==> src/rtl/ttxw_pkg.sv <==
package ttxw_pkg;

    typedef struct packed {
        logic [3:0] rise;
        logic [3:0] fall;
    } ttxw_trim_t;

endpackage

==> src/rtl/ttxw_edge_calc.sv <==
module ttxw_edge_calc
    import ttxw_pkg::*;
#(
    parameter int NOMINAL_LEN = 1400,
    parameter int CW          = 11
) (
    input  ttxw_trim_t    trim,
    output logic [CW-1:0] t_rise,
    output logic [CW-1:0] t_fall,
    output logic          valid
);

    localparam logic [CW-1:0] NOM_W = CW'(NOMINAL_LEN);

    logic [CW-1:0] fall_w;

    always_comb begin
        fall_w = CW'(trim.fall);
        t_rise = CW'(trim.rise);
        if (trim.fall == 4'd0) begin
            // falling edge tracks the rising edge: constant high time
            t_fall = t_rise + NOM_W;
        end else if (NOM_W > fall_w) begin
            t_fall = NOM_W - fall_w;
        end else begin
            t_fall = '0;
        end
        valid = (t_fall > t_rise);
    end

endmodule

==> src/rtl/ttxw_window_ctr.sv <==
module ttxw_window_ctr #(
    parameter int CW = 11
) (
    input  logic          clk,
    input  logic          rst_n,
    input  logic          start,
    input  logic          line_en,
    input  logic [CW-1:0] t_rise_in,
    input  logic [CW-1:0] t_fall_in,
    input  logic          valid_in,
    output logic          req
);

    typedef struct packed {
        logic          active;
        logic [CW-1:0] cnt;
        logic [CW-1:0] t_rise;
        logic [CW-1:0] t_fall;
        logic          req;
    } win_state_t;

    win_state_t st_d, st_q;
    logic [CW-1:0] cnt_inc;

    always_comb begin
        st_d    = st_q;
        cnt_inc = st_q.cnt + 1'b1;
        if (start) begin
            st_d.active = line_en && valid_in;
            st_d.cnt    = '0;
            st_d.t_rise = t_rise_in;
            st_d.t_fall = t_fall_in;
        end else if (st_q.active) begin
            st_d.cnt = cnt_inc;
            if (cnt_inc >= st_q.t_fall) begin
                st_d.active = 1'b0;
            end
        end
        st_d.req = st_d.active && (st_d.cnt >= st_d.t_rise)
                   && (st_d.cnt < st_d.t_fall);
    end

    always_ff @(posedge clk or negedge rst_n) begin
        if (!rst_n) begin
            st_q <= '0;
        end else begin
            st_q <= st_d;
        end
    end

    assign req = st_q.req;

    p_no_req_when_off_r5: assert property (@(posedge clk) disable iff (!rst_n)
        start && !line_en |=> !req);

    p_no_req_bad_window_r6: assert property (@(posedge clk) disable iff (!rst_n)
        start && !valid_in |=> !req);

    p_rise_at_trim_r2: assert property (@(posedge clk) disable iff (!rst_n)
        $rose(req) |-> st_q.cnt == st_q.t_rise);

    p_req_inside_window_r3: assert property (@(posedge clk) disable iff (!rst_n)
        req |-> st_q.cnt < st_q.t_fall);

    p_snapshot_held_r7: assert property (@(posedge clk) disable iff (!rst_n)
        !start |=> $stable(st_q.t_rise) && $stable(st_q.t_fall));

    p_quiet_after_close_r9: assert property (@(posedge clk) disable iff (!rst_n)
        !st_q.active && !start |=> !req);

endmodule

==> src/rtl/ttxw_req_gen.sv <==
module ttxw_req_gen
    import ttxw_pkg::*;
#(
    parameter int NOMINAL_LEN = 1400
) (
    input  logic       clk,
    input  logic       rst_n,
    input  logic       line_ttx_en,
    input  logic       win_start,
    input  logic [7:0] trim,
    output logic       ttx_req
);

    localparam int CW = $clog2(NOMINAL_LEN + 17);

    ttxw_trim_t    trim_s;
    logic [CW-1:0] t_rise;
    logic [CW-1:0] t_fall;
    logic          valid;

    assign trim_s = ttxw_trim_t'(trim);

    ttxw_edge_calc #(
        .NOMINAL_LEN (NOMINAL_LEN),
        .CW          (CW)
    ) i_edge_calc (
        .trim   (trim_s),
        .t_rise (t_rise),
        .t_fall (t_fall),
        .valid  (valid)
    );

    ttxw_window_ctr #(
        .CW (CW)
    ) i_window_ctr (
        .clk       (clk),
        .rst_n     (rst_n),
        .start     (win_start),
        .line_en   (line_ttx_en),
        .t_rise_in (t_rise),
        .t_fall_in (t_fall),
        .valid_in  (valid),
        .req       (ttx_req)
    );

endmodule

==> config.mk <==
export PLATFORM = sky130hd
export DESIGN_NAME = ttxw_req_gen
export DESIGN_NICKNAME = d
export VERILOG_FILES = /design/src/rtl/ttxw_pkg.sv /design/src/rtl/ttxw_edge_calc.sv /design/src/rtl/ttxw_window_ctr.sv /design/src/rtl/ttxw_req_gen.sv
export SDC_FILE = /design/constraint.sdc
export NUM_CORES = 1
export LEC_CHECK = 0
export BUFFER_PORTS_ARGS = -buffer_cell sky130_fd_sc_hd__clkbuf_2
export CORE_AREA = 3 3 68 70
export CTS_BUF_LIST = sky130_fd_sc_hd__clkbuf_4 sky130_fd_sc_hd__clkbuf_8
export CTS_CLUSTER_DIAMETER = 150
export CTS_CLUSTER_SIZE = 8
export DETAILED_ROUTE_END_ITERATION = 10
export DIE_AREA = 0 0 71 73
export GPL_ROUTABILITY_DRIVEN = 0
export PLACE_DENSITY = 0.81
export SLEW_MARGIN = 10
export SYNTH_ARGS = -nofsm -noshare
export SYNTH_HDL_FRONTEND = slang
export SYNTH_HIERARCHICAL = 1
export SYNTH_SLANG_ARGS = --single-unit
==> constraint.sdc <==
create_clock -name clk -period 3 [get_ports clk]
set_input_delay 0.3 -clock clk [delete_from_list [all_inputs] [get_ports clk]]
set_output_delay 0.3 -clock clk [all_outputs]
set_load 0.01 [all_outputs]
==> results of run 1 <==
==> sequential cells by signal, indices dropped and copies added, names as in the netlist <==
| name | flops |
|---|---|
| i_window_ctr/st_q | 34 |
| i_window_ctr/req | 1 |
==> synth_stat cells (all sizes together), types with 2 or more instances <==
cell type,instances,area [um^2]
inv,39,146
conb,2,7.51
o21ai,4,20.0
buf,23,154
a211oi,5,37.5
o211ai,3,22.5
mux2i,11,110
nor2,14,55.1
o2111ai,2,17.5
xor2,14,123
nand4,6,37.5
nor3,3,37.5
o21a,13,97.6
dfrtp,35,876
a21oi,11,55.1
ha,34,425
nand3,12,77.6
mux2,3,33.8
nand2,21,78.8
xnor2,5,43.8
==> how the worst max path moves through the flow <==
stage                            end  slack [ns]  depth (start not counted)
floorplan           i_window_ctr/req        0.34                         12
global placement    i_window_ctr/req        0.18                         12
detailed placement  i_window_ctr/req     -0.0008                         12
CTS                 i_window_ctr/req        0.07                         12
global route        i_window_ctr/req        0.02                         12
finish              i_window_ctr/req        0.21                         10
==> routing by layer <==
metal  wire [um]  up-vias
met1        2410      867
met2        2260       40
li1            -      936
met3         158        8
met5           0        -
met4          68        0
==> power groups by stage <==
stage / Sequential, mW / Clock, mW / Combinational, mW
floorplan: 0.531 / 0 / 0.180
global placement: 0.542 / 0 / 0.211
detailed placement: 0.544 / 0 / 0.219
CTS: 0.535 / 0.396 / 0.222
global route: 0.540 / 0.413 / 0.255
finish: 0.536 / 0.392 / 0.222
==> layout make-up <==
| cell class | count | area, um^2 | share of cell area |
|---|---|---|---|
| flip-flops and latches | 35 | 876 | 0.318 |
| inverters | 39 | 146 | 0.0532 |
| well taps | 50 | 62.6 | 0.0227 |
| repair buffers | 16 | 90.1 | 0.0328 |
| clock buffers | 8 | 104 | 0.0378 |
| multi-input cells | 188 | 1470 | 0.535 |
==> per-stage QoR <==
| stage | hold WS (ns) | power, mW | area, um^2 | cells | utilization |
|---|---|---|---|---|---|
| floorplan | 0.00441 | 0.711 | 2630 | 286 | - |
| global placement | 0.460 | 0.753 | 2630 | 328 | 0.652 |
| detailed placement | 0.460 | 0.763 | 2630 | 328 | 0.652 |
| CTS | 0.145 | 1.15 | 2730 | 336 | 0.678 |
| global route | 0.170 | 1.21 | 2750 | 336 | 0.683 |
| finish | 0.109 | 1.15 | 2750 | 336 | 0.683 |
==> worst reg2reg max path, cell delays in order (launching register included) <==
cell and delay (ns):
dfrtp_1 0.45, ha_2 0.28, nand3_4 0.11, nor3_4 0.28, nand3_1 0.14, xnor2_1 0.16, ha_1 0.31, a211oi_1 0.24
o21ai_0 0.12, o31ai_1 0.34, nor4bb_1 0.27
==> logic make-up after synthesis <==
kind of cell               Yosys count  synth area share
adders and majority gates           34             0.164
xor gates and xnor gates            19            0.0641
and+or+nand+nor                     65             0.140
buffers and inverters               63             0.118
DFF                                 35             0.337
other                                2           0.00289
muxes                               14            0.0554
AOI/OAI and AO/OA                   45             0.119
==> repair_timing <==
action / CTS / global route
setup endpoints to repair: 1 / 1
gates cloned: 0 / 0
setup buffers: 0 / 0
gates resized for setup: 1 / 3
==> results.md, run 1 <==
- Worst-case clock buffer depth: 2
- GR peak layer: met2
- Critical Path, Cell by Cell: ha_2, nand3_4, nor3_4, nand3_1, xnor2_1, ha_1, a211oi_1, o21ai_0, o31ai_1, nor4bb_1
- Boundary pin count: 13
- NetSw: 0.328 mW
- Power per cell area: 418 nW/um^2
- Max-cap violations: 0
- Critical path required time: 3.19 ns
- Worst R2R Path Depth: 10
- Int Power: 0.822 mW
- Setup CP Type: flip-flop to flip-flop
- Core area: 4030 um^2
- Worst Setup End Kind: flip-flop
- CP max stage delay: 0.45 ns
- Final Hold Viols: 0
- Sequential Power Share: 0.466
- # DRC: 0
- Setup TNS: 0 ns
- Root buf cell: clkbuf_8
- Post-Syn Instances: 277
- Layout overhead on the synthesized area: 5.88%
- Fin. max-slew vios: 0
- Slew @ Worst Pin: 0.896 ns
- Combinational share of power: 0.193
- Final min period: 2.79 ns
- Die W: 71 um
- # hold bufs at CTS: 0
- Max H-tree Level: 2
- Register area share after synthesis: 0.337
- Clock Latency Late Sink: 0.29 ns
- Post-Syn Area: 2600 um^2
- Final WS setup: 0.206 ns
- CP bufs+invs: 0
- Most common cell after layout, fill and taps aside: inv_1
- Slew headroom: 0.403
- Clock-pin slew on the worst setup and hold paths: 0.08 ns
- Setup slack at placement: -0.000773 ns
- Pin count of the biggest net entering global routing: 36
- Post-synthesis register bit count: 35
- Met1 Usage GRT: 0.293
- PortBufs: 12
- Async set-reset flop share out of synthesis: 1.00
- Sink Count: 35
- Crit. Startpoint: i_window_ctr/st_q[23]
- Startpoint Class: flip-flop
- Ys Warns: 6
- Status: finished clean
- Die Area: 5180 um^2
- Initial antenna violation count: 0
- Switching Share: 0.285
- Starting Density: 0.645
- Max stage delay cell, worst path: dfrtp_1
- HPWL Detailed: 3810 um
- Die height: 73 um
- DR vias: 1,851
- Worst path arrival time: 2.99 ns
- Std-Cell Rows: 23
- Share of post-route cells with drive strength above 1: 0.129
- Syn Area/Cell: 9.38 um^2
- CTS tree: built
- Layout Nets: 331
- Grt met3 use: 0.0372
- TritonRoute pass-1 iters: 4
- First-pass GRT wire length: 8410 um
- CTS Buf Count: 5
- Antenna Cells: 0
- Tcrit/Tclk final: 0.931
- P_leak: 1.48 nW
- Vias in the first global route: 1,862
- Maximum vdd drop: 310 uV
- FMAX: 0.358 GHz
- Gr ovfl total: 0
- Worst R2R Setup Slack: 0.21 ns
- Routed wire length: 4900 um
- Reg2reg start: i_window_ctr/st_q[23]
- GRT Util Overall: 0.210
- Post-route ant nets: 0
- Initial DRC count: 87
- Vias per cell: 5.51
- Main synth FF type: dfrtp_1
- GR Util met2: 0.335
- Reg2reg end: i_window_ctr/req
- Final setup fails: 0
- Crit path max fanout: 6
- Commonest non-fill, non-tap cells in the layout: inv_1 (39), dfrtp_1 (35), ha_1 (33), nand2_1 (21), xor2_1 (14)
- Clock share of power: 0.341
- Fill count: 336
- Yosys cell types: 43
- DR WL/cell: 14.6 um
- Clock skew: 0.0108 ns
- Worst min path class: primary input to asynchronous set/reset pin
- Post-synth EDFFs: 0
- RSZ-0062 raised after global routing: false
- Worst path top cell family by delay: simple AND/OR/NAND/NOR gates
No activity file was read; power rests on OpenSTA's default activity.
==> run 2, diff against run 1 <==
--- a/config.mk
+++ b/config.mk
@@ -5,15 +5,15 @@
 export SDC_FILE = /design/constraint.sdc
 export NUM_CORES = 1
 export LEC_CHECK = 0
-export BUFFER_PORTS_ARGS = -buffer_cell sky130_fd_sc_hd__clkbuf_2
 export CORE_AREA = 3 3 68 70
 export CTS_BUF_LIST = sky130_fd_sc_hd__clkbuf_4 sky130_fd_sc_hd__clkbuf_8
 export CTS_CLUSTER_DIAMETER = 150
 export CTS_CLUSTER_SIZE = 8
 export DETAILED_ROUTE_END_ITERATION = 10
 export DIE_AREA = 0 0 71 73
+export DONT_BUFFER_PORTS = 1
 export GPL_ROUTABILITY_DRIVEN = 0
-export PLACE_DENSITY = 0.81
+export PLACE_DENSITY = 0.78
 export SLEW_MARGIN = 10
 export SYNTH_ARGS = -nofsm -noshare
 export SYNTH_HDL_FRONTEND = slang
==> run 2 against run 1 <==
  * Clock skew decreased by 0.0049 ns
  * Non-clock buffer count decreased by 13
  * Power decreased by 5.4%
  * Sequential share of layout area increased by 0.73 points
  * Combinational power decreased by 2%
  * Critical path depth increased by 2
  * Clock-buffer cell count decreased by 1
  * Global-route usage increased by 0.25 points
  * Sequential cell count unchanged
  * Die area unchanged
  * Routed wire length increased by 0.35%
  * Cell count decreased by 3.9%
  * Critical endpoint unchanged
  * Largest cell class unchanged
  * Largest power group unchanged
==> results.md, run 2 (synthesized netlist as in run 1, its figures left out) <==
- Sequential Power Share: 0.489 (+0.023)
- Total Power: 1.09 mW (-5.4%)
- Pin count of the biggest net entering global routing: 49 (+36%)
- Status: finished clean
- Fin. max-slew vios: 0 (unchanged)
- DR vias: 1,803 (-2.6%)
- Clock-pin slew on the worst setup and hold paths: 0.07 ns (about the same)
- Die height: 73 um (unchanged)
- Crit path max fanout: 5 (-1)
- Clock Latency Late Sink: 0.28 ns (about the same)
- Root buf cell: clkbuf_8
- CTS tree: built
- # DRC: 0 (unchanged)
- Fill count: 333 (-0.89%)
- Worst Setup End Kind: flip-flop
- NetSw: 0.301 mW (-8.1%)
- Final min period: 2.81 ns (+0.0183 ns)
- HPWL Detailed: 3630 um (-4.5%)
- Worst-case clock buffer depth: 2 (unchanged)
- Tcrit/Tclk final: 0.937 (+0.00611)
- Startpoint Class: flip-flop
- Worst R2R Setup Slack: 0.19 ns (-0.02 ns)
- Most flop-heavy register: i_window_ctr/st_q
- Final setup fails: 0 (unchanged)
- P_leak: 1.42 nW (-3.8%)
- Vias in the first global route: 1,900 (+2.0%)
- Gr ovfl total: 0 (unchanged)
- Std-Cell Rows: 23 (unchanged)
- Die W: 71 um (unchanged)
- Most common cell after layout, fill and taps aside: inv_1
- Worst path arrival time: 2.98 ns (about the same)
- PortBufs: 0 (-12)
- Setup Buffers After CTS: 0 (unchanged)
- Share of post-route cells with drive strength above 1: 0.0879 (-0.0415)
- Max-cap violations: 0 (unchanged)
- Antenna Cells: 0 (unchanged)
- RSZ-0062 raised after global routing: false
- WHS: 0.0741 ns (-0.0344 ns)
- DR WL/cell: 15.2 um (+4.4%)
- Initial DRC count: 106 (+22%)
- Die Area: 5180 um^2 (unchanged)
- Switching Share: 0.277 (-0.00818)
- Sink Count: 35 (unchanged)
- Layout Nets: 318 (-3.9%)
- Max H-tree Level: 2 (unchanged)
- FMAX: 0.356 GHz (-0.65%)
- Initial antenna violation count: 0 (unchanged)
- Vias per cell: 5.58 (+1.3%)
- Max reg flops: 34 (unchanged)
- Clock share of power: 0.312 (-0.029)
- Setup TNS: 0 ns (unchanged)
- Boundary pin count: 13 (unchanged)
- Post-route ant nets: 0 (unchanged)
- Commonest non-fill, non-tap cells in the layout: inv_1 (39), dfrtp_1 (35), ha_1 (33), nand2_1 (21), xor2_1 (14)
- Starting Density: 0.645 (unchanged)
- Critical path required time: 3.16 ns (-0.03 ns)
- Power per cell area: 405 nW/um^2 (-3.2%)
- Layout overhead on the synthesized area: 3.52%
- Worst min path class: primary input to flip-flop
- Setup CP Type: flip-flop to flip-flop
- Core area: 4030 um^2 (unchanged)
- Maximum vdd drop: 390 uV (+26%)
- Int Power: 0.786 mW (-4.3%)
- Routed wire length: 4920 um (+0.35%)
- Clock skew: 0.00589 ns (-0.00492 ns)
- TritonRoute pass-1 iters: 4 (unchanged)
- Final Hold Viols: 0 (unchanged)
- Combinational share of power: 0.199 (+0.006)
- GRT Util Overall: 0.213 (+0.00251)
- CTS Buf Count: 5 (unchanged)
- First-pass GRT wire length: 8560 um (+1.7%)
[run 2: power groups by stage]
stage          Clock [mW]  Sequential [mW]  Combinational [mW]
2_1_floorplan           0            0.531               0.180
3_3_place_gp            0            0.539               0.186
3_5_place_dp            0            0.540               0.193
4_1_cts             0.353            0.531               0.213
5_1_grt             0.375            0.537               0.252
6_report            0.339            0.532               0.217
[run 2: worst max-delay path, stage by stage, from the launching register on]
cell	delay [ns]
dfrtp_1	0.41
ha_2	0.27
nand3_4	0.11
nor3_4	0.26
nand4_1	0.13
xor2_1	0.21
nor2_2	0.07
ha_1	0.34
a2111oi_4	0.40
a21oi_1	0.15
o21ai_0	0.11
a21oi_1	0.06
nor4bb_2	0.17
[run 2: routing by layer]
| metal | wire, um | part of all wire | vias up | global-route usage |
|---|---|---|---|---|
| met1 | 2300 | 0.47 | 849 | 0.277 |
| met4 | 114 | 0.023 | 0 | 0.0814 |
| met3 | 174 | 0.035 | 10 | 0.0413 |
| li1 | - | - | 908 | - |
| met5 | 0 | 0 | - | 0 |
| met2 | 2330 | 0.47 | 36 | 0.351 |
[run 2: path summary, 6_finish.rpt]
path                                        from               endpoint  cells past startpoint
hold / removal                         win_start  i_window_ctr/st_q[29]                      1
setup / recovery           i_window_ctr/st_q[24]       i_window_ctr/req                     12
setup reg to reg           i_window_ctr/st_q[24]       i_window_ctr/req                     12
min in group asynchronous                  rst_n   i_window_ctr/st_q[2]                      2
hold reg to reg            i_window_ctr/st_q[17]  i_window_ctr/st_q[17]                      2
max in group asynchronous                  rst_n  i_window_ctr/st_q[13]                      2
[run 2: through the flow]
step	util	setup slack, ns	cell area [um^2]	instances
finish	0.667	0.188	2690	323
global route	0.667	0.0149	2690	323
CTS	0.661	0.0279	2660	323
detailed placement	0.631	-0.00120	2540	313
global placement	0.631	0.232	2540	313
floorplan	-	0.344	2630	286
[run 2: area by class of cell]
| class | instances | area, um^2 | share of cell area |
|---|---|---|---|
| sequential | 35 | 876 | 0.326 |
| clock inverter | 1 | 5.00 | 0.00186 |
| tap | 50 | 62.6 | 0.0233 |
| timing repair buffer | 3 | 37.5 | 0.0140 |
| inverter | 39 | 146 | 0.0544 |
| clock buffer | 7 | 83.8 | 0.0312 |
| multi-input combinational | 188 | 1480 | 0.550 |
[run 2: timing repair]
item / in CTS / in global routing
hold buffers: 2 / 0
resized for setup: 1 / 4
endpoints found under the setup margin: 1 / 1
endpoints found under the hold margin: 35 / 0
